===== src/rtl/cfg_unlock_pkg.sv =====
package cfg_unlock_pkg;

  localparam int CFG_DW = 8;

  typedef enum logic [1:0] {
    ST_RUN   = 2'd0,
    ST_ARMED = 2'd1,
    ST_CFG   = 2'd2
  } unlock_st_t;

  // option register field positions
  localparam int OPT_LOCK_BIT  = 4;
  localparam int OPT_STRAP_BIT = 6;

  function automatic logic [15:0] sel_base(input logic strap,
                                           input logic [15:0] lo_addr,
                                           input logic [15:0] hi_addr);
    return strap ? hi_addr : lo_addr;
  endfunction

  function automatic logic irq_gate(input logic sel, input logic dis);
    return sel & ~dis;
  endfunction

  function automatic logic is_key(input logic [7:0] d, input logic [7:0] k);
    return d == k;
  endfunction

endpackage


===== src/rtl/cfg_key_seq.sv =====
module cfg_key_seq
  import cfg_unlock_pkg::*;
#(
  parameter int          ADDR_W   = 8,
  parameter logic [7:0]  KEY_VAL  = 8'h87,
  parameter logic [7:0]  EXIT_VAL = 8'hAA
) (
  input  logic              clk,
  input  logic              rst_n,
  input  logic              wr,
  input  logic [ADDR_W-1:0] addr,
  input  logic [7:0]        wdata,
  input  logic [ADDR_W-1:0] base_addr,
  output logic              cfg_active
);

  unlock_st_t st_q, st_d;
  logic       base_wr;

  assign base_wr = wr && (addr == base_addr);

  always_comb begin
    st_d = st_q;
    unique case (st_q)
      ST_RUN:   if (base_wr && is_key(wdata, KEY_VAL)) st_d = ST_ARMED;
      ST_ARMED: if (base_wr) st_d = is_key(wdata, KEY_VAL) ? ST_CFG : ST_RUN;
      ST_CFG:   if (base_wr && is_key(wdata, EXIT_VAL)) st_d = ST_RUN;
      default:  st_d = ST_RUN;
    endcase
  end

  always_ff @(posedge clk or negedge rst_n) begin
    if (!rst_n) st_q <= ST_RUN;
    else        st_q <= st_d;
  end

  assign cfg_active = (st_q == ST_CFG);

endmodule


===== src/rtl/cfg_reg_bank.sv =====
module cfg_reg_bank
  import cfg_unlock_pkg::*;
#(
  parameter int          ADDR_W   = 8,
  parameter int          N_TRI    = 4,
  parameter int          N_IRQ    = 3,
  parameter logic [7:0]  EXIT_VAL = 8'hAA,
  parameter logic [7:0]  IDX_TRI  = 8'h20,
  parameter logic [7:0]  IDX_OPT  = 8'h21
) (
  input  logic              clk,
  input  logic              rst_n,
  input  logic              wr,
  input  logic              rd,
  input  logic [ADDR_W-1:0] addr,
  input  logic [7:0]        wdata,
  input  logic [ADDR_W-1:0] base_addr,
  input  logic              cfg_active,
  input  logic              strap_q,
  output logic [7:0]        rdata,
  output logic [N_TRI-1:0]  tri_q,
  output logic [N_IRQ-1:0]  dis_q,
  output logic              lock_q
);

  localparam logic [7:0] FF_BYTE = 8'hFF;

  logic [ADDR_W-1:0] data_addr;
  logic [7:0]        index_q;
  logic              idx_wr, data_wr;
  logic [7:0]        tri_view, opt_view, sel_view;

  assign data_addr = base_addr + ADDR_W'(1);
  assign idx_wr    = wr && cfg_active && (addr == base_addr) && (wdata != EXIT_VAL);
  assign data_wr   = wr && cfg_active && (addr == data_addr) && !lock_q;

  always_ff @(posedge clk or negedge rst_n) begin
    if (!rst_n) begin
      index_q <= '0;
      tri_q   <= '0;
      dis_q   <= '0;
      lock_q  <= 1'b0;
    end else begin
      if (idx_wr) index_q <= wdata;
      if (data_wr && index_q == IDX_TRI) tri_q <= wdata[N_TRI-1:0];
      if (data_wr && index_q == IDX_OPT) begin
        dis_q  <= wdata[N_IRQ-1:0];
        lock_q <= wdata[OPT_LOCK_BIT];
      end
    end
  end

  always_comb begin
    tri_view = '0;
    tri_view[N_TRI-1:0] = tri_q;
    opt_view = '0;
    opt_view[N_IRQ-1:0] = dis_q;
    opt_view[OPT_LOCK_BIT]  = lock_q;
    opt_view[OPT_STRAP_BIT] = strap_q;
  end

  always_comb begin
    if (index_q == IDX_TRI)      sel_view = tri_view;
    else if (index_q == IDX_OPT) sel_view = opt_view;
    else                         sel_view = '0;
  end

  always_comb begin
    rdata = FF_BYTE;
    if (rd && cfg_active) begin
      if (addr == base_addr)                rdata = index_q;
      else if (addr == data_addr && !lock_q) rdata = sel_view;
    end
  end

endmodule


===== src/rtl/cfg_irq_gate.sv =====
module cfg_irq_gate
  import cfg_unlock_pkg::*;
#(
  parameter int N_IRQ = 3
) (
  input  logic [N_IRQ-1:0] legacy_sel,
  input  logic [N_IRQ-1:0] dis_q,
  output logic [N_IRQ-1:0] irq_en
);

  for (genvar g = 0; g < N_IRQ; g++) begin : g_lane
    assign irq_en[g] = irq_gate(legacy_sel[g], dis_q[g]);
  end

endmodule


===== src/rtl/cfg_unlock_ctrl.sv =====
module cfg_unlock_ctrl
  import cfg_unlock_pkg::*;
#(
  parameter int          ADDR_W   = 8,
  parameter int          N_TRI    = 4,
  parameter int          N_IRQ    = 3,
  parameter logic [15:0] BASE_LO  = 16'h002E,
  parameter logic [15:0] BASE_HI  = 16'h004E,
  parameter logic [7:0]  KEY_VAL  = 8'h87,
  parameter logic [7:0]  EXIT_VAL = 8'hAA,
  parameter logic [7:0]  IDX_TRI  = 8'h20,
  parameter logic [7:0]  IDX_OPT  = 8'h21
) (
  input  logic              clk,
  input  logic              rst_n,
  input  logic              strap_in,
  input  logic              io_wr,
  input  logic              io_rd,
  input  logic [ADDR_W-1:0] io_addr,
  input  logic [7:0]        io_wdata,
  output logic [7:0]        io_rdata,
  input  logic [N_IRQ-1:0]  legacy_sel,
  output logic [N_TRI-1:0]  tri_en,
  output logic [N_IRQ-1:0]  irq_en,
  output logic              cfg_active
);

  logic              strap_q;
  logic [ADDR_W-1:0] base_addr;
  logic [N_IRQ-1:0]  dis_q;
  logic              lock_q;

  // strap sampled while reset is held, then frozen
  always_ff @(posedge clk) begin
    if (!rst_n) strap_q <= strap_in;
  end

  assign base_addr = ADDR_W'(sel_base(strap_q, BASE_LO, BASE_HI));

  cfg_key_seq #(
    .ADDR_W(ADDR_W), .KEY_VAL(KEY_VAL), .EXIT_VAL(EXIT_VAL)
  ) u_seq (
    .clk(clk), .rst_n(rst_n), .wr(io_wr), .addr(io_addr), .wdata(io_wdata),
    .base_addr(base_addr), .cfg_active(cfg_active)
  );

  cfg_reg_bank #(
    .ADDR_W(ADDR_W), .N_TRI(N_TRI), .N_IRQ(N_IRQ), .EXIT_VAL(EXIT_VAL),
    .IDX_TRI(IDX_TRI), .IDX_OPT(IDX_OPT)
  ) u_bank (
    .clk(clk), .rst_n(rst_n), .wr(io_wr), .rd(io_rd), .addr(io_addr),
    .wdata(io_wdata), .base_addr(base_addr), .cfg_active(cfg_active),
    .strap_q(strap_q), .rdata(io_rdata), .tri_q(tri_en), .dis_q(dis_q),
    .lock_q(lock_q)
  );

  cfg_irq_gate #(.N_IRQ(N_IRQ)) u_gate (
    .legacy_sel(legacy_sel), .dis_q(dis_q), .irq_en(irq_en)
  );

endmodule


===== config.mk =====
export PLATFORM = sky130hd
export DESIGN_NAME = cfg_unlock_ctrl
export DESIGN_NICKNAME = d
export VERILOG_FILES = /design/src/rtl/cfg_unlock_pkg.sv /design/src/rtl/cfg_key_seq.sv /design/src/rtl/cfg_reg_bank.sv /design/src/rtl/cfg_irq_gate.sv /design/src/rtl/cfg_unlock_ctrl.sv
export SDC_FILE = /design/constraint.sdc
export NUM_CORES = 1
export LEC_CHECK = 0
export BUFFER_PORTS_ARGS = -buffer_cell sky130_fd_sc_hd__buf_2
export CORE_UTILIZATION = 50
export DETAILED_ROUTE_END_ITERATION = 16
export GPL_TIMING_DRIVEN = 1
export PLACE_DENSITY = 0.76
export SYNTH_ARGS = -nofsm -noshare
export SYNTH_HDL_FRONTEND = slang
export SYNTH_SLANG_ARGS = --single-unit

===== constraint.sdc =====
create_clock -name clk -period 5.73 [get_ports clk]
set_clock_uncertainty 0.05 [all_clocks]
set_input_delay 0.2865 -clock clk [delete_from_list [all_inputs] [get_ports clk]]
set_output_delay 0.2865 -clock clk [all_outputs]
set_load 0.01 [all_outputs]

# --- After elaboration in Yosys (flattened, before gate mapping) ---
# Index checks and enable logic that the tools add are counted.
word_totals:
  ff_bits: 19
  inputBits: 24
  word_cells: 51
op_classes:
  add_sub_neg: 1
  eq_ne: 12
  n_mux: 11
  bitwise_logic: 6
  n_reduce_logical: 15
op_table:
  columns: ["cell", "count"]
  rows:
  - ["$mux 8", 4]
  - ["$eq 8x6->1 const B", 2]
  - ["$eq 8x8->1 const B", 2]
  - ["$mux 7", 2]
  - ["$logic_and 1x1->1", 12]
  - ["$add 7x1->8 const B", 1]
  - ["$eq 8x7->1", 1]
  - ["$eq 8x8->1", 1]
  - ["$mux 2", 4]
  - ["$ne 8x8->1 const B", 1]
  - ["$pmux 2 s3", 1]
  - ["$ne 2x1->1 const B", 2]
  - ["$and 1x1->1", 3]
  - ["$not 1->1", 3]
  - ["$reduce_and 3->1", 1]
  - ["$eq 2x1->1 const B", 1]
  - ["$eq 2x2->1 const B", 1]
  - ["$logic_not 2->1", 1]
  - ["$ne 2x2->1 const B", 1]
  - ["$logic_not 1->1", 1]

# --- Logic depth before layout (Yosys ltp) ---
# Gate-level depths: netlist of the first run.
depth:
  depth_word: 7
  depth_mapped: 5
  depth_no_buf: 4

# --- Cells and area by module ---
# Synthesis of the first run repeated with hierarchy kept, for this count alone.
unflattened:
  cells_unflattened: 143
  hier_area_um2: 1486.4
modules_own_cells:
  columns: ["module", "n_inst", "cells_each", "area_per_inst_um2"]
  rows:
  - ["cfg_reg_bank", 1, 109, 1183.6]
  - ["cfg_key_seq", 1, 26, 216.5]
  - ["cfg_unlock_ctrl", 1, 5, 45.0]
  - ["cfg_irq_gate", 1, 3, 41.3]

# --- Worst setup path before layout of the first run ---
# No wires, ideal clock.
synth_path:
  kind: "reg-to-output"
  start: "reg u_bank.index_q[4]"
  end: "out io_rdata[2]"
  arrival_ns: 1.937
  required_ns: 5.393
  setup_slack_ns: 3.456
  path_stages_with_launch: 4
  path_buffers: 0
  path_cell_list: "dfrtp_1 > or4b_4 > or4_4 > o311ai_0"
synth_via:
  elab_chain_len: 6
  elab_cells_between_ends: 7
  classes_between: "eq/ne (2); mux (5)"
synth_rtl:
  columns: ["item", "line", "source"]
  rows:
  - ["start, declared", "cfg_reg_bank.sv:29", "logic [7:0] index_q;"]
  - ["start signal, assigned", "cfg_reg_bank.sv:44", "if (idx_wr) index_q <= wdata;"]
  - ["$eq 8x6->1", "cfg_reg_bank.sv:64", "else if (index_q == IDX_OPT) sel_view = opt_view;"]
  - ["$mux 7", "cfg_reg_bank.sv:64", null]
  - ["$mux 8 *", "cfg_reg_bank.sv:63", "if (index_q == IDX_TRI) sel_view = tri_view;"]
  - ["$mux 8 *", "cfg_reg_bank.sv:72", "else if (addr == data_addr && !lock_q) rdata = sel_view;"]
  - ["$mux 8 *", "cfg_reg_bank.sv:71", "if (addr == base_addr) rdata = index_q;"]
  - ["$mux 8 *", "cfg_reg_bank.sv:70", "if (rd && cfg_active) begin"]
  - ["end, declared", "cfg_unlock_ctrl.sv:21", "output logic [7:0] io_rdata,"]
# Every way passes the cells marked *; elsewhere a longest branch is shown, timed or not.

# --- Worst setup path after layout of the first run ---
layout_path:
  start: "reg u_bank.index_q[4]"
  end: "out io_rdata[3]"
layout_via:
  elab_chain_len: 5
layout_rtl:
  columns: ["item", "line"]
  rows:
  - ["$eq 8x6->1", "cfg_reg_bank.sv:63"]
  - ["$mux 8", "cfg_reg_bank.sv:63"]
  - ["$mux 8", "cfg_reg_bank.sv:72"]
  - ["$mux 8", "cfg_reg_bank.sv:71"]
  - ["$mux 8", "cfg_reg_bank.sv:70"]
# Every way passes these cells.

==> results of run 1 <==
-- power by group through the flow --
stage | Clock [mW] | Sequential, mW | Combinational (mW)
final | 0.0664 | 0.142 | 0.0284
after global routing | 0.0767 | 0.143 | 0.0316
after CTS | 0.0685 | 0.142 | 0.0287
after detailed placement | 0 | 0.145 | 0.0281
after global placement | 0 | 0.145 | 0.0274
after floorplan | 0 | 0.143 | 0.0136
-- logic make-up (layout without fill, tap and decap cells) --
| family | after synthesis | after routing | share of synthesized area, % |
|---|---|---|---|
| and+or+nand+nor | 40 | 40 | 26.1 |
| DFF | 19 | 19 | 42.9 |
| muxes | 17 | 17 | 16.9 |
| AOI/OAI and AO/OA | 15 | 15 | 10.6 |
| buffers and inverters | 8 | 49 | 3.57 |
-- cell usage after synthesis, types with 2 or more instances --
cell       n  share of area (%)
a211o_1    2                1.6
a211oi_1   2                1.3
buf_2      2               0.89
dfrtp_1   18                 40
inv_1      4                1.3
mux2_2    15                 15
mux2i_1    2                1.8
nand2_1   10                3.3
nand3_1    5                2.2
nor2_1     3                1.0
nor2b_1    3                1.7
or3_1      2                1.1
or4bb_1    3                3.0
-- area by class of cell --
type | instances | area (um2)
Fill cell | 191 | 673
Tap cell | 27 | 33.8
Clock buffer | 4 | 26.3
Multi-Input combinational cell | 72 | 601
Timing Repair Buffer | 41 | 213
Sequential cell | 19 | 480
Inverter | 4 | 15.0
-- how the worst max path moves through the flow --
stage,slack [ps],to,cells past startpoint
after floorplan,3460,io_rdata[2],3
after global placement,3380,u_bank.tri_q[2],4
after detailed placement,3360,u_bank.tri_q[2],4
after CTS,3110,io_rdata[3],5
after global routing,2950,io_rdata[0],5
final,3140,io_rdata[3],5
-- what timing repair did --
item | in CTS | in global routing
endpoints found under the hold margin | 18 | 0
hold buffers | 1 | 0
endpoints found under the setup margin | 0 | 0
-- registers in the layout, indices dropped and copies added, names as in the netlist --
name / cells
u_bank.index_q: 8
u_bank.dis_q: 3
u_bank.lock_q: 1
u_seq.st_q: 2
strap_q: 1
u_bank.tri_q: 4
-- critical path, delay by kind of cell, from the launching register on --
kind | cells | cell delay [ps]
AO/OA/AOI/OAI | 1 | 140
buffers and inverters | 1 | 120
flip-flops | 1 | 410
AND/OR/NAND/NOR | 3 | 1300
-- routing by layer --
metal,GRT usage [%],up-vias,part of all wire [%]
li1,-,463,-
met1,30.8,469,47
met2,34.2,29,48
met3,2.49,2,4.6
met4,4.41,0,0.70
met5,0,-,0
-- per-stage QoR --
stage / utilization, % / setup WS [ps] / power, mW
finish: 67.0 / 3140 / 0.237
global route: 67.0 / 2950 / 0.251
CTS: 67.0 / 3110 / 0.239
detailed placement: 65.3 / 3360 / 0.173
global placement: 65.3 / 3380 / 0.172
floorplan: - / 3460 / 0.157
==> impl_metrics.csv, run 1 <==
group,metric,value,unit
status,status,"finished, final reports clean",
yosys,synthCells,99,
yosys,yosys_register_bits,19,
floorplan,dieArea,2440,um2
global_routing,grt_usage,21.3,%
timing,fmax,385,MHz
routing,firstDrtPassIters,4,
routing,drt_iter0_drc,12,
worst_setup_path,worst-r2r-cell-count,4,
place,io_buffers,39,
yosys,ys_seq_area_share,42.9,%
timing,finalSetupViolations,0,
floorplan,floorplan.initialDensity,54.9,%
hold_path,hold_start,"strap_in",
hold_path,hold_depth,1,
place,dp_cells,162,
power,power_per_cell_area,173,nW/um2
routing,wl,2.42,mm
finish,drive_above_1_share,46.4,%
power,p_int,180,uW
timing,hold_slack,114,ps
place,hpwl,1.93,mm
yosys,synth_area_per_cell,11.3,um2
timing,finalHoldViolations,0,
finish,fin_cells,167,
cts,cts-resized-gates,0,
place,place.gp.congestion,0.797,
finish,final_cell_mix,"buf_2 (39), dfrtp_1 (18), mux2_2 (15)",
finish,diodes,0,
global_routing,grt_start_max_net_pins,20,
finish,syn_to_final_growth,22.1,%
timing,finalCriticalPeriod,2590,ps
finish,final_common_cell,"buf_2",
floorplan,die_h,49.4,um
hold_path,hold-path-endpoint,"strap_q",
floorplan,die_width,49.4,um
timing,slew_violations,0,
yosys,synthArstFlopShare,94.7,%
cts,cts_tree,"yes",
cts,cts.clk_slew.worst_paths,100,ps
yosys,syn_area,1120,um2
yosys,synth_warnings,0,
finish,fin_nets,165,
worst_setup_path,critPathKind,"reg2out",
run,cap_violations,0,
global_routing,gr-total-overflow,0,
worst_setup_path,r2r_setup_slack,3350,ps
power,leakage,0.628,nW
cts,cts_sinks,19,
yosys,synthesis.nets,123,
hold_path,hp-class,"in2reg",
global_routing,antenna_found_initial,0,
power,sw_frac_of_total,24.2,%
power,clockPowerShare,28.0,%
timing,period_share,45.3,%
worst_setup_path,worstSetupStartpoint,"u_bank.index_q[4]",
cts,cts_buffers,3,
global_routing,grt_pass1_wl,4.00,mm
worst_setup_path,critPathCaptureType,"output port",
cts,postCtsSetupBuffers,0,
cts,clock_tree.buffer_depth,2,
routing,wl_per_cell,14.5,um
routing,vias,963,
worst_setup_path,crit_slowest_cell,"or4b_4",
power,comb_power_share,12.0,%
floorplan,rows,16,
worst_setup_path,path_max_fanout,5,
yosys,synthFlopType,"dfrtp_1",
finish,final_area,1370,um2
worst_setup_path,r2r-start,"u_bank.index_q[4]",
timing,tns,0,ps
power,pwr-share-seq,60.0,%
timing,rsz0062_at_grt,"no",
cts,cts_root_buffer,"clkbuf_4",
power,power_switching,57.3,uW
cts,h-tree-depth,1,
routing,drc,0,
worst_setup_path,worst_path_largest_cell_delay,540,ps
routing,ant_nets,0,
worst_setup_path,start_kind,"register",
yosys,synth_edf_count,1,
worst_setup_path,path_cells,"or4b_4, or4_4, nor4b_1, a211o_1, buf_2",
floorplan,coreArea,2040,um2
worst_setup_path,cp_data_required_time,5390,ps
cts,worstSkewPairLatency,290,ps
yosys,synth_cell_types,41,
power,peakVddDrop,0.184,mV
floorplan,io_pins,40,
worst_setup_path,r2r_end,"u_bank.tri_q[0]",
place,dpl_cell_area,1330,um2
timing,worstMarginPinSlew,601,ps
timing,slew_headroom,59.6,%
global_routing,grt_pass1_vias,841,
routing,avgViaCountPerCell,5.77,
worst_setup_path,cp.arrival,2260,ps
Note: power is estimated with default switching activity, not from simulation.
==> run 2: changes to the inputs <==
--- a/config.mk
+++ b/config.mk
@@ -6,10 +6,10 @@
 export NUM_CORES = 1
 export LEC_CHECK = 0
 export BUFFER_PORTS_ARGS = -buffer_cell sky130_fd_sc_hd__buf_2
-export CORE_UTILIZATION = 50
+export CORE_UTILIZATION = 48
 export DETAILED_ROUTE_END_ITERATION = 16
 export GPL_TIMING_DRIVEN = 1
-export PLACE_DENSITY = 0.76
+export PLACE_DENSITY = 0.74
 export SYNTH_ARGS = -nofsm -noshare
 export SYNTH_HDL_FRONTEND = slang
 export SYNTH_SLANG_ARGS = --single-unit
==> constraint.sdc (replaced) <==
create_clock -name clk -period 2.6 [get_ports clk]
set_clock_uncertainty 0.05 [all_clocks]
set_input_delay 0.13 -clock clk [delete_from_list [all_inputs] [get_ports clk]]
set_output_delay 0.13 -clock clk [all_outputs]
set_load 0.01 [all_outputs]
==> run 2 against run 1 <==
Compared with the run above: global-route usage grew 2.1 points; setup slack lost 3100 ps; register-to-register slack lost 3100 ps; critical endpoint is now io_rdata[2]; combinational power grew 130%; critical path type unchanged; via count grew 2.8%; sequential power grew 120%; first-iteration DRC count shrank 17%.
==> impl_metrics.csv, run 2 (synthesis results as in run 1) <==
group,metric,value,unit
hold_path,hold_depth,2,
worst_setup_path,r2r-start,"u_bank.index_q[4]",
floorplan,dieArea,2530,um2
cts,worstSkewPairLatency,290,ps
worst_setup_path,cp.arrival,2370,ps
finish,final_cell_mix,"buf_2 (39), dfrtp_1 (18), mux2_2 (15)",
routing,firstDrtPassIters,4,
timing,worstMarginPinSlew,545,ps
finish,reg_top3,"u_bank.index_q (8), u_bank.tri_q (4), u_bank.dis_q (3)",
hold_path,hp-class,"in2reg",
global_routing,antenna_found_initial,0,
finish,regMostFlops,"u_bank.index_q",
power,leakage,0.632,nW
global_routing,grt_pass1_vias,905,
routing,drt_iter0_drc,10,
finish,fin_nets,166,
finish,fin_cells,169,
timing,finalCriticalPeriod,2550,ps
floorplan,rows,17,
worst_setup_path,cp_data_required_time,2420,ps
timing,worst_slack,50.9,ps
timing,finalHoldViolations,0,
timing,period_share,98.0,%
routing,wl,2.75,mm
cts,cts_root_buffer,"clkbuf_4",
worst_setup_path,r2r_end,"u_bank.tri_q[1]",
routing,avgViaCountPerCell,5.86,
finish,largest_reg_flops,8,
finish,final_common_cell,"buf_2",
floorplan,io_pins,40,
cts,h-tree-depth,1,
floorplan,floorplan.initialDensity,50.7,%
routing,drc,0,
global_routing,grt_usage,23.5,%
place,dpl_cell_area,1330,um2
floorplan,die_h,50.3,um
finish,diodes,0,
floorplan,coreArea,2210,um2
worst_setup_path,crit_slowest_cell,"or4b_4",
cts,cts_tree,"yes",
timing,tns,0,ps
place,io_buffers,39,
timing,rsz0062_at_grt,"no",
finish,drive_above_1_share,46.8,%
worst_setup_path,start_kind,"register",
place,pre_cts_slack,245,ps
worst_setup_path,worst-r2r-cell-count,4,
status,status,"finished, final reports clean",
timing,finalSetupViolations,0,
worst_setup_path,path_cells,"or4b_4, or4_4, o311ai_0, buf_2",
power,peakVddDrop,0.297,mV
finish,syn_to_final_growth,23.2,%
power,power_per_cell_area,381,nW/um2
floorplan,die_width,50.3,um
routing,vias,990,
global_routing,gr-total-overflow,0,
cts,clock_tree.buffer_depth,2,
routing,ant_nets,0,
global_routing,grt_pass1_wl,4.27,mm
hold_path,hold-path-endpoint,"u_bank.lock_q",
cts,cts_buffers,3,
worst_setup_path,path_buf_inv,1,
hold_path,hold_start,"io_wdata[4]",
worst_setup_path,critPathCaptureType,"output port",
timing,fmax,392,MHz
place,place.gp.congestion,0.811,
timing,slew_headroom,63.3,%
worst_setup_path,critPathKind,"reg2out",
place,dp_cells,163,
run,cap_violations,0,
global_routing,grt_start_max_net_pins,20,
worst_setup_path,r2r_setup_slack,230,ps
routing,wl_per_cell,16.3,um
worst_setup_path,worst_path_largest_cell_delay,540,ps
timing,slew_violations,0,
finish,final_area,1380,um2
worst_setup_path,path_max_fanout,5,
cts,cts.clk_slew.worst_paths,100,ps
place,hpwl,2.05,mm
cts,postCtsSetupBuffers,0,
worst_setup_path,crit_family,"simple AND/OR/NAND/NOR gates",
cts,cts_sinks,19,
run 2: changes by cell type in the layout (fill, tap and decap cells not counted), sizes merged:
| cell | delta |
|---|---|
| dlygate4sd3 | +1 |
run 2: final cells by class:
cell class / instances / area (um2)
Fill cell: 184 / 831
Sequential cell: 19 / 480
Timing Repair Buffer: 42 / 223
Tap cell: 28 / 35.0
Inverter: 4 / 15.0
Clock buffer: 4 / 26.3
Multi-Input combinational cell: 72 / 602
run 2: through the flow:
stage | power (mW) | util (%) | hold WS (ps)
2_1_floorplan | 0.346 | - | -216
3_3_place_gp | 0.380 | 60.3 | 39.3
3_5_place_dp | 0.382 | 60.3 | 45.4
4_1_cts | 0.533 | 62.4 | 25.7
5_1_grt | 0.549 | 62.4 | 24.6
6_report | 0.526 | 62.4 | 38.5
run 2: how the worst max path moves through the flow:
| stage | startpoint | endpoint | slack (ps) | cells past startpoint |
|---|---|---|---|---|
| 2_1_floorplan | u_bank.index_q[4] | u_bank.tri_q[0] | 350 | 4 |
| 6_report | u_bank.index_q[4] | io_rdata[2] | 50 | 4 |
| 3_3_place_gp | u_bank.index_q[4] | u_bank.tri_q[0] | 280 | 4 |
| 3_5_place_dp | u_bank.index_q[4] | u_bank.tri_q[1] | 240 | 4 |
| 5_1_grt | u_bank.index_q[4] | io_rdata[3] | 30 | 5 |
| 4_1_cts | u_bank.index_q[4] | io_rdata[2] | 90 | 4 |
run 2: timing repair:
action | 4_1_cts | 5_1_grt
gates resized for setup | 0 | 1
setup endpoints to repair | 0 | 1
endpoints found under the hold margin | 19 | 0
hold buffers | 2 | 0
run 2: power by group:
part	leakage (nW)	internal, mW	total [mW]	switching [mW]
clock	0.0150	0.0597	0.147	0.0870
combinational	0.362	0.0322	0.0651	0.0329
sequential	0.255	0.305	0.314	0.00915
total	0.632	0.397	0.526	0.129
run 2: layer usage:
metal | track usage [%] | vias up | wire [um]
li1 | - | 460 | -
met1 | 29.2 | 485 | 1200
met2 | 40.7 | 43 | 1360
met3 | 3.94 | 2 | 184
met4 | 8.33 | 0 | 16
met5 | 0 | - | 0
